**config.mk**
```make
export PLATFORM = sky130hd
export DESIGN_NAME = stoch_to_bin
export DESIGN_NICKNAME = d
export VERILOG_FILES = /design/src/rtl/sbc_pkg.sv /design/src/rtl/sbc_reset_sync.sv /design/src/rtl/sbc_window_timer.sv /design/src/rtl/sbc_ones_accum.sv /design/src/rtl/sbc_capture_reg.sv /design/src/rtl/stoch_to_bin.sv
export SDC_FILE = /design/constraint.sdc
export NUM_CORES = 1
export LEC_CHECK = 0
export ABC_AREA = 0
export BUFFER_PORTS_ARGS = -buffer_cell sky130_fd_sc_hd__buf_4
export CORE_MARGIN = 5
export CORE_UTILIZATION = 39
export DETAILED_ROUTE_END_ITERATION = 8
export GPL_TIMING_DRIVEN = 0
export HOLD_SLACK_MARGIN = 0.03
export PLACE_DENSITY = 0.68
export REMOVE_ABC_BUFFERS = 1
export SLEW_MARGIN = 30
export SYNTH_ARGS = -nofsm -noshare
export SYNTH_HDL_FRONTEND = slang
export SYNTH_SLANG_ARGS = --single-unit
```
**constraint.sdc**
```tcl
create_clock -name clk -period 1.52 [get_ports clk]
set_clock_uncertainty 0.05 [all_clocks]
set_input_delay 0.076 -clock clk [delete_from_list [all_inputs] [get_ports clk]]
set_output_delay 0.076 -clock clk [all_outputs]
set_load 0.01 [all_outputs]
```
**src/rtl/sbc_pkg.sv**
```systemverilog
`timescale 1ns/1ps
package sbc_pkg;
  // Default output word width and window length in clocks
  localparam int unsigned SBC_WORD_W = 12;
  localparam int unsigned SBC_WINDOW = 255;
endpackage

```
**src/rtl/sbc_reset_sync.sv**
```systemverilog
`timescale 1ns/1ps
module sbc_reset_sync #(
  parameter int unsigned STAGES = 2
) (
  input  logic clk,
  input  logic rst_n,
  output logic rst_sync_n
);
  logic [STAGES-1:0] chain_q;

  always_ff @(posedge clk or negedge rst_n) begin
    if (!rst_n) chain_q <= '0;
    else        chain_q <= {chain_q[STAGES-2:0], 1'b1};
  end

  assign rst_sync_n = chain_q[STAGES-1];
endmodule

```
**src/rtl/sbc_window_timer.sv**
```systemverilog
`timescale 1ns/1ps
module sbc_window_timer #(
  parameter int unsigned W      = 12,
  parameter int unsigned WINDOW = 255
) (
  input  logic         clk,
  input  logic         rst_n,
  input  logic         en,
  output logic [W-1:0] pos,
  output logic         last
);
  localparam logic [W-1:0] LAST_POS = W'(WINDOW - 1);

  logic [W-1:0] pos_q, pos_d;

  always_comb begin
    last  = en && (pos_q == LAST_POS);
    pos_d = pos_q;
    if (!en)       pos_d = '0;
    else if (last) pos_d = '0;
    else           pos_d = pos_q + 1'b1;
  end

  always_ff @(posedge clk or negedge rst_n) begin
    if (!rst_n) pos_q <= '0;
    else        pos_q <= pos_d;
  end

  assign pos = pos_q;

  // position never passes the last slot of a window
  assert_pos_range_R3: assert property (@(posedge clk) disable iff (!rst_n)
    pos_q <= LAST_POS);

  // end of window is followed by a fresh window
  assert_wrap_R3: assert property (@(posedge clk) disable iff (!rst_n)
    last |=> (pos_q == '0));
endmodule

```
**src/rtl/sbc_ones_accum.sv**
```systemverilog
`timescale 1ns/1ps
module sbc_ones_accum #(
  parameter int unsigned W = 12
) (
  input  logic         clk,
  input  logic         rst_n,
  input  logic         en,
  input  logic         bit_i,
  input  logic         clear,
  output logic [W-1:0] sum_now,
  output logic [W-1:0] ones
);
  logic [W-1:0] ones_q, ones_d;

  always_comb begin
    sum_now = ones_q + {{(W-1){1'b0}}, bit_i};
    ones_d  = ones_q;
    if (!en)        ones_d = '0;
    else if (clear) ones_d = '0;
    else            ones_d = sum_now;
  end

  always_ff @(posedge clk or negedge rst_n) begin
    if (!rst_n) ones_q <= '0;
    else        ones_q <= ones_d;
  end

  assign ones = ones_q;

  // a closed window leaves nothing behind for the next one
  assert_clear_R8: assert property (@(posedge clk) disable iff (!rst_n)
    (en && clear) |=> (ones_q == '0));
endmodule

```
**src/rtl/sbc_capture_reg.sv**
```systemverilog
`timescale 1ns/1ps
module sbc_capture_reg #(
  parameter int unsigned W = 12
) (
  input  logic         clk,
  input  logic         rst_n,
  input  logic         en,
  input  logic         load,
  input  logic [W-1:0] din,
  output logic [W-1:0] dout,
  output logic         vld
);
  logic [W-1:0] val_q, val_d;
  logic         vld_q, vld_d;

  always_comb begin
    val_d = val_q;
    vld_d = 1'b0;
    if (!en) begin
      val_d = '0;
    end else if (load) begin
      val_d = din;
      vld_d = 1'b1;
    end
  end

  always_ff @(posedge clk or negedge rst_n) begin
    if (!rst_n) begin
      val_q <= '0;
      vld_q <= 1'b0;
    end else begin
      val_q <= val_d;
      vld_q <= vld_d;
    end
  end

  assign dout = val_q;
  assign vld  = vld_q;

  // the strobe never lasts two clocks
  assert_vld_pulse_R6: assert property (@(posedge clk) disable iff (!rst_n)
    vld_q |=> !vld_q);
endmodule

```
**src/rtl/stoch_to_bin.sv**
```systemverilog
`timescale 1ns/1ps
module stoch_to_bin
  import sbc_pkg::*;
#(
  parameter int unsigned WORD_W     = SBC_WORD_W,
  parameter int unsigned WINDOW_LEN = SBC_WINDOW
) (
  input  logic              clk,
  input  logic              rst_n,
  input  logic              run_en_i,
  input  logic              stream_i,
  output logic [WORD_W-1:0] sample_o,
  output logic              sample_vld_o
);
  logic              rst_sync_n;
  logic [WORD_W-1:0] win_pos;
  logic              win_last;
  logic [WORD_W-1:0] ones_now;
  logic [WORD_W-1:0] ones_cnt;

  sbc_reset_sync #(.STAGES(2)) u_rst (
    .clk        (clk),
    .rst_n      (rst_n),
    .rst_sync_n (rst_sync_n)
  );

  sbc_window_timer #(.W(WORD_W), .WINDOW(WINDOW_LEN)) u_timer (
    .clk   (clk),
    .rst_n (rst_sync_n),
    .en    (run_en_i),
    .pos   (win_pos),
    .last  (win_last)
  );

  sbc_ones_accum #(.W(WORD_W)) u_accum (
    .clk     (clk),
    .rst_n   (rst_sync_n),
    .en      (run_en_i),
    .bit_i   (stream_i),
    .clear   (win_last),
    .sum_now (ones_now),
    .ones    (ones_cnt)
  );

  sbc_capture_reg #(.W(WORD_W)) u_cap (
    .clk   (clk),
    .rst_n (rst_sync_n),
    .en    (run_en_i),
    .load  (win_last),
    .din   (ones_now),
    .dout  (sample_o),
    .vld   (sample_vld_o)
  );

  // ones seen so far cannot exceed clocks elapsed in the window
  assert_ones_bound_R4: assert property (@(posedge clk) disable iff (!rst_sync_n)
    ones_cnt <= win_pos);

  // a disabled clock leaves the output cleared and silent
  assert_idle_zero_R2: assert property (@(posedge clk) disable iff (!rst_sync_n)
    !run_en_i |=> (sample_o == '0) && !sample_vld_o);

  // output is frozen inside an enabled window
  assert_hold_R7: assert property (@(posedge clk) disable iff (!rst_sync_n)
    (run_en_i && !win_last) |=> $stable(sample_o));
endmodule

```
Yosys cells after proc, flatten, opt, wreduce, memory -nomap -nowiden:

Cells that the tools add are included.

* memories kept: 0
* output and inout bits: 13
* flip-flop bits (word level): 39
* word-level logic and storage cells: 18
* input port bits: 4
* latch bits: 0
* memory bits (writable): 0
* ROM bits: 0

* shifts and indexed selects: 0
* bitwise logic cells: 0
* div/mod/pow operators: 0
* multipliers: 0
* mux-type cells: 8
* $lt $le $gt $ge: 0
* $add $sub $neg: 2
* equal/unequal tests: 2
* reduce and logical (&&, ||, !) cells: 1

Operators by type and width (count)
* 2-to-1 mux 12 bit: 6
* adder 12 x 1 -> 12 bit: 1
* adder 12 x 1 -> 12 bit, second input constant: 1
* == test 12 x 8 -> 1 bit, second input constant: 1
* 2-to-1 mux 1 bit: 2
* inequality test 2 x 1 -> 1 bit, second input constant: 1
* logical AND 1 bit: 1

Logic depth before layout (Yosys ltp):

Gate-level depths: netlist of run 1.

* depth after elaboration: 4
* gate-level depth with buffers: 8
* mapped depth without buffers: 6

By module:

From an unflattened synthesis of run 1, not the netlist that was laid out.

* cells, all modules: 172
* area, all modules: 1893.1 µm²

By module, submodules not included
* sbc_ones_accum: times used 1, cells an instance 65, area an instance 646.9 µm², seq. area each 300.3 µm²
* sbc_window_timer: times used 1, cells an instance 63, area an instance 629.4 µm², seq. area each 300.3 µm²
* sbc_capture_reg: times used 1, cells an instance 41, area an instance 563.0 µm², seq. area each 325.3 µm²
* sbc_reset_sync: times used 1, cells an instance 3, area an instance 53.8 µm², seq. area each 50.0 µm²

Worst setup path after synthesis of run 1:

OpenSTA, ideal clock, no wires.

* kind: register -> register
* start point: register u_timer.pos_q[9] (netlist: u_timer.pos[9])
* end point: register u_accum.ones_q[5] (netlist: u_accum.ones[5])
* slack: -0.035 ns
* data required time: 1.348 ns
* path buffers: 2
* arrival time: 1.383 ns
* cell stages (with the launch flop): 7
* clock period less this slack: 1.555 ns
* library setup time: 0.122 ns
* path through: dfrtp_1 -> or3_4 -> nor3_4 -> nand2b_1 -> buf_4 -> buf_6 -> nor2_1

* longest elaborated chain between the ends: 4

Ends and longest elaborated chain
* start: declaration: RTL line sbc_window_timer.sv:14 `logic [W-1:0] pos_q, pos_d;`
* start signal: assignment: RTL line sbc_window_timer.sv:26 `else pos_q <= pos_d;`
* == test 12 x 8 -> 1 bit: RTL line sbc_window_timer.sv:17 `last = en && (pos_q == LAST_POS);`
* logical AND 1 bit: RTL line sbc_window_timer.sv:17
* 2-to-1 mux 12 bit: RTL line sbc_ones_accum.sv:19 `else if (clear) ones_d = '0;`
* 2-to-1 mux 12 bit: RTL line sbc_ones_accum.sv:18 `if (!en) ones_d = '0;`
* via u_accum.ones_d[5]: RTL line sbc_ones_accum.sv:13 `logic [W-1:0] ones_q, ones_d;`
* end signal: assignment: RTL line sbc_ones_accum.sv:25 `else ones_q <= ones_d;`
* end: declaration: RTL line sbc_ones_accum.sv:13

The timed path passes the listed nets, and every way through them passes these cells.
A chain may end at the register's enable or synchronous reset.

Worst setup path after layout of run 1:

* start point: register u_timer.pos_q[9] (netlist: u_timer.pos[9])
* end point: register u_cap.val_q[11] (netlist: u_cap.dout[11])

* longest elaborated chain between the ends: 3

Ends and longest elaborated chain
* == test 12 x 8 -> 1 bit: RTL line sbc_window_timer.sv:17
* logical AND 1 bit: RTL line sbc_window_timer.sv:17
* inequality test 2 x 1 -> 1 bit (no source line)
* end signal: assignment: RTL line sbc_capture_reg.sv:32 `val_q <= val_d;`
* end: declaration: RTL line sbc_capture_reg.sv:13 `logic [W-1:0] val_q, val_d;`

No other way between the ends.

==> qor.txt, run 1 <==
CTS Buf Count -> 5
period utilisation layout -> 1.072
Final TNS setup -> -2.581 ns
met3 usage -> 0.05201
synth top area cells -> dfrtp_1 56%, nor2_1 6.1%, xnor2_1 5.6%
outcome -> finished, violations left
EDFF count, synth -> 0
CTS tree -> built
CTS clk-pin slew, worst paths -> 0.08 ns
met2 Resource Use GR -> 0.2089
H-Tree Depth -> 2
failing checks -> setup timing
Synth Flop Type -> dfrtp_1
# port buffers -> 16
Fill cells -> 424
vias in the first global route -> 1281
Achievable Freq -> 613.4 MHz
most common cell in the netlist -> dfrtp_1
DP HPWL -> 2.187 mm
Crit. End Element -> flip-flop
post-route setup slack -> -0.1102 ns
drt drc -> 0
commonest cells in the netlist -> 39 x dfrtp_1, 28 x nor2_1, 11 x nand2_1, 11 x xnor2_1, 10 x xor2_1
post-DR wirelength/cell -> 14.20 microns
Die Wd -> 76.64 microns
power density over cell area -> 877.2 nW/um^2
detail-routed via count per cell -> 4.938
share of layout cells above drive strength 1 -> 0.2394
Worst Path Required -> 1.68 ns
Clock Latency Late Sink -> 0.29 ns
Worst EP arrival -> 1.79 ns
Seq/Total Area, Yosys -> 0.5636
gpl congestion -> 0.7173
Cells after Synth -> 159
unrepaired setup endpoints after global routing -> true
first-pass GRT wire length -> 6.134 mm
GRT Max-Usage Layer -> met2
Tmin final -> 1.630 ns
slowest CP cell -> or3_4
area leader, netlist -> dfrtp_1
largest net degree at the start of global routing -> 26
Die Footprint -> 5873 sq um
Power, Total -> 1.844 mW
Pleak -> 0.9964 nW
Inserted Diodes -> 0
Synth top area share -> 0.5636
CP Max Fanout -> 7
final wirelength -> 3.409 mm
Die Y -> 76.64 microns
YS warnings -> 0
via count -> 1185
initial core utilization -> 0.4005
# IOs -> 17
worst stage delay on the critical path -> 0.43 ns
grt ovf -> 0
Total GRT Usage -> 0.1308
initial DRC count -> 62
final setup fails -> 37
WS Path Type -> reg -> reg
Yosys cell types -> 30
Synth-to-Final Area Change -> 21.39%
antenna viol nets, final -> 0
Fin. Hold Viols -> 0
initial antenna violation count -> 0
Clock Path Buffers -> 2
maximum vdd drop -> 393.8 uV
Total Nets Final -> 195
#FFs+latches synth -> 39
Core Util, Final -> 0.4861
core region area -> 4324 sq um
# clock sinks -> 39
critical-path cell list -> or3_4, nor3_4, buf_6, o21ai_0, a21oi_1
Hold Crit Class -> in -> async
Site Rows -> 24
mapped cell area -> 1732 sq um
Worst setup SP type -> flip-flop
DR pass1 iterations -> 4
max-cap violation count -> 0
syn_area_per_cell -> 10.89 sq um
final max-slew violation count -> 0
Async SR Flop Fraction -> 1.000
clock root cell -> clkbuf_8
GR Layer Usage met1 -> 0.1643
[sequential cells by signal, summed over array words and instances (netlist names)]
| name | flops |
|---|---|
| u_timer.pos | 12 |
| u_cap.dout | 12 |
| u_cap.vld | 1 |
| u_accum.ones | 12 |
| u_rst.chain_q | 2 |
[routing by layer]
metal	wire (microns)	part of all wire	up-vias
met2	1750	0.51	17
met5	0	0	-
li1	-	-	589
met1	1486	0.44	572
met4	48	0.014	0
met3	124	0.036	7
[power breakdown]
part / internal [mW] / leakage (nW) / switching (mW)
sequential: 1.05 / 0.535 / 0.0195
combinational: 0.0330 / 0.421 / 0.0521
clock: 0.319 / 0.0402 / 0.369
total: 1.40 / 0.996 / 0.440
[final timing paths]
kind | startpoint | endpoint | slack (ns) | cells after the start
max reg2reg | u_timer.pos[9] | u_cap.dout[11] | -0.11 | 5
max | u_timer.pos[9] | u_cap.dout[11] | -0.11 | 5
min reg2reg | u_rst.chain_q[1] | u_cap.vld | 0.11 | 0
min in group clk | run_en_i | u_cap.dout[3] | 0.08 | 2
max in group asynchronous | u_rst.chain_q[1] | u_cap.dout[8] | 0.88 | 1
min | rst_n | u_rst.chain_q[0] | 0.05 | 2
[placed cells by master, fill, tap and decap left out, types with 4 or more instances in the layout]
| master | netlist | layout |
|---|---|---|
| nand4_1 | 6 | 6 |
| nand2_1 | 11 | 11 |
| a21oi_1 | 7 | 7 |
| o21ai_0 | 7 | 4 |
| o211a_1 | 4 | 4 |
| xor2_1 | 10 | 10 |
| inv_1 | 4 | 4 |
| dfrtp_1 | 39 | 38 |
| nor2_1 | 28 | 23 |
| clkbuf_8 | 0 | 5 |
| xnor2_1 | 11 | 11 |
| nor2_2 | 0 | 5 |
| buf_4 | 2 | 20 |
| ha_1 | 4 | 4 |
[final cells by class]
cell class	instances	area, sq um	share of cell area
clock inverter	3	20.02	0.009524
tap	52	65.06	0.03095
inverter	4	15.01	0.007143
clock buffer	5	68.82	0.03274
sequential	39	977.2	0.4649
timing repair buffer	25	214.0	0.1018
multi-input combinational	112	742.0	0.3530
[what timing repair did]
item	CTS	global route
setup buffers	5	1
gates cloned	3	0
hold buffers	1	0
hold endpoints to repair	2	0
gates resized for setup	10	6
pin swaps	2	2
setup endpoints to repair	37	37
[through the flow]
step                      worst slack [ns]  cells  hold slack [ns]  cell area (sq um)
after global placement             -0.9046    221          -0.1909               1869
after detailed placement           -0.9326    222          -0.1872               1891
after CTS                          -0.1484    239          0.03457               2085
after global routing               -0.2131    240          0.04160               2102
after floorplan                    -0.4403    153          -0.2696               1684
final                              -0.1102    240          0.04611               2102
[cells by family (layout without fill, tap and decap cells)]
| kind of cell | count (synthesis) | after routing | synth area share |
|---|---|---|---|
| flops | 39 | 39 | 0.5636 |
| mux | 1 | 1 | 0.005781 |
| fa+ha+maj | 4 | 4 | 0.02890 |
| buf+inv | 10 | 37 | 0.03612 |
| simple gates | 65 | 67 | 0.1937 |
| compound gates | 18 | 18 | 0.06358 |
| other cells | 1 | 1 | 0.002166 |
| xor+xnor | 21 | 21 | 0.1062 |
[worst max-delay path: cells and delay by family, from the launching register on]
family | cells | cell delay, ns
AND/OR/NAND/NOR | 2 | 0.71
flip-flops | 1 | 0.41
AO/OA/AOI/OAI | 2 | 0.22
buffers and inverters | 1 | 0.16
Power figures use the tool's default switching activity.
==> inputs of run 2 (changes only) <==
--- a/config.mk
+++ b/config.mk
@@ -13,6 +13,7 @@
 export GPL_TIMING_DRIVEN = 0
 export HOLD_SLACK_MARGIN = 0.03
 export PLACE_DENSITY = 0.68
+export RECOVER_POWER = 25
 export REMOVE_ABC_BUFFERS = 1
 export SLEW_MARGIN = 30
 export SYNTH_ARGS = -nofsm -noshare
==> run 2 against run 1 <==
  * Clock power about the same
  * Power is essentially flat
  * Final cell count stayed put
  * Cell area down 0.24%
  * Largest power group unchanged
  * Setup slack hardly changed
  * The flow still finishes with violations (setup timing)
==> qor.txt, run 2 (synthesized netlist as in run 1, its figures left out) <==
core region area -> 4324 sq um
FF-to-FF Start -> u_timer.pos[9]
share of layout cells above drive strength 1 -> 0.2287
period utilisation layout -> 1.072
# port buffers -> 16
Worst-Margin Slew -> 0.5638 ns
Die Wd -> 76.64 microns
initial DRC count -> 62
Crit path buffers/inverters -> 1
Site Rows -> 24
outcome -> finished, violations left
Crit. End Element -> flip-flop
grt ovf -> 0
clock root cell -> clkbuf_8
CP Launch Point -> u_timer.pos[9]
Fin. Hold Viols -> 0
Power, Total -> 1.842 mW
Die Y -> 76.64 microns
antenna viol nets, final -> 0
Cell Area, Placed -> 1891 sq um
final instance area -> 2097 sq um
Tmin final -> 1.630 ns
power density over cell area -> 878.5 nW/um^2
DR pass1 iterations -> 4
DP HPWL -> 2.187 mm
WS Path Type -> reg -> reg
initial core utilization -> 0.4005
first-pass GRT wire length -> 6.134 mm
Final TNS setup -> -2.581 ns
failing checks -> setup timing
Inserted Diodes -> 0
largest net degree at the start of global routing -> 26
maximum vdd drop -> 393.8 uV
Pleak -> 0.9938 nW
CP top delay family -> simple AND/OR/NAND/NOR gates
CTS tree -> built
CTS Buf Count -> 5
max-cap violation count -> 0
final wirelength -> 3.406 mm
Worst Path Required -> 1.68 ns
via count -> 1185
Hold Crit Class -> in -> async
post-route setup slack -> -0.1102 ns
slowest CP cell -> or3_4
final setup fails -> 37
most common cell after layout, fill and taps aside -> dfrtp_1
post-DR wirelength/cell -> 14.19 microns
detail-routed via count per cell -> 4.938
Rel. slew slack -> 0.6242
Worst setup SP type -> flip-flop
Clock Path Buffers -> 2
CP Max Fanout -> 7
initial antenna violation count -> 0
Total Nets Final -> 195
commonest cells after routing, fill and taps aside -> 39 x dfrtp_1, 23 x nor2_1, 19 x buf_4
Total GRT Usage -> 0.1308
unrepaired setup endpoints after global routing -> true
worst stage delay on the critical path -> 0.43 ns
drt drc -> 0
Synth-to-Final Area Change -> 21.10%
Clock Latency Late Sink -> 0.29 ns
Die Footprint -> 5873 sq um
H-Tree Depth -> 2
Worst EP arrival -> 1.79 ns
gpl congestion -> 0.7173
pre-CTS WS -> -0.9326 ns
critical-path cell list -> or3_4, nor3_4, buf_6, o21ai_0, a21oi_1
# clock sinks -> 39
reg2reg setup slack -> -0.11 ns
# IOs -> 17
CTS clk-pin slew, worst paths -> 0.08 ns
vias in the first global route -> 1281
Achievable Freq -> 613.4 MHz
final max-slew violation count -> 0
run 2: power breakdown:
group | switching [mW] | internal [mW]
Sequential | 0.0195 | 1.05
Clock | 0.369 | 0.319
Combinational | 0.0520 | 0.0319
run 2: layout make-up:
type | count | area [sq um]
Clock buffer | 5 | 68.82
Timing Repair Buffer | 25 | 210.2
Tap cell | 52 | 65.06
Inverter | 4 | 15.01
Sequential cell | 39 | 975.9
Multi-Input combinational cell | 112 | 742.0
Fill cell | 427 | 2227
Clock inverter | 3 | 20.02
run 2: through the flow:
stage                     instances  hold WS, ns    util
final                           240      0.04253  0.4850
after global routing            240      0.04907  0.4850
after CTS                       239      0.03457  0.4821
after detailed placement        222      -0.1872  0.4372
after global placement          221      -0.1909  0.4323
after floorplan                 153      -0.2696       -
run 2: final timing paths:
kind | end | cells past startpoint
max in group asynchronous | u_cap.dout[8] | 1
worst min register to register | u_cap.vld | 0
min in group clk | u_cap.dout[3] | 2
worst max-delay path | u_cap.dout[11] | 5
worst min-delay path | u_rst.chain_q[0] | 2
worst max register to register | u_cap.dout[11] | 5
run 2: timing repair:
action | in CTS | in global routing
resized for setup | 10 | 6
hold endpoints to repair | 2 | 0
setup buffers | 5 | 1
endpoints found under the setup margin | 37 | 37
cloned | 3 | 0
pin swaps | 2 | 2
hold buffers | 1 | 0
run 2: per-layer routing:
layer,part of all wire,global-route usage,vias up
met4,0.014,0.03497,0
li1,-,-,589
met3,0.036,0.05201,7
met2,0.51,0.2089,17
met1,0.44,0.1643,572
met5,0,0,-
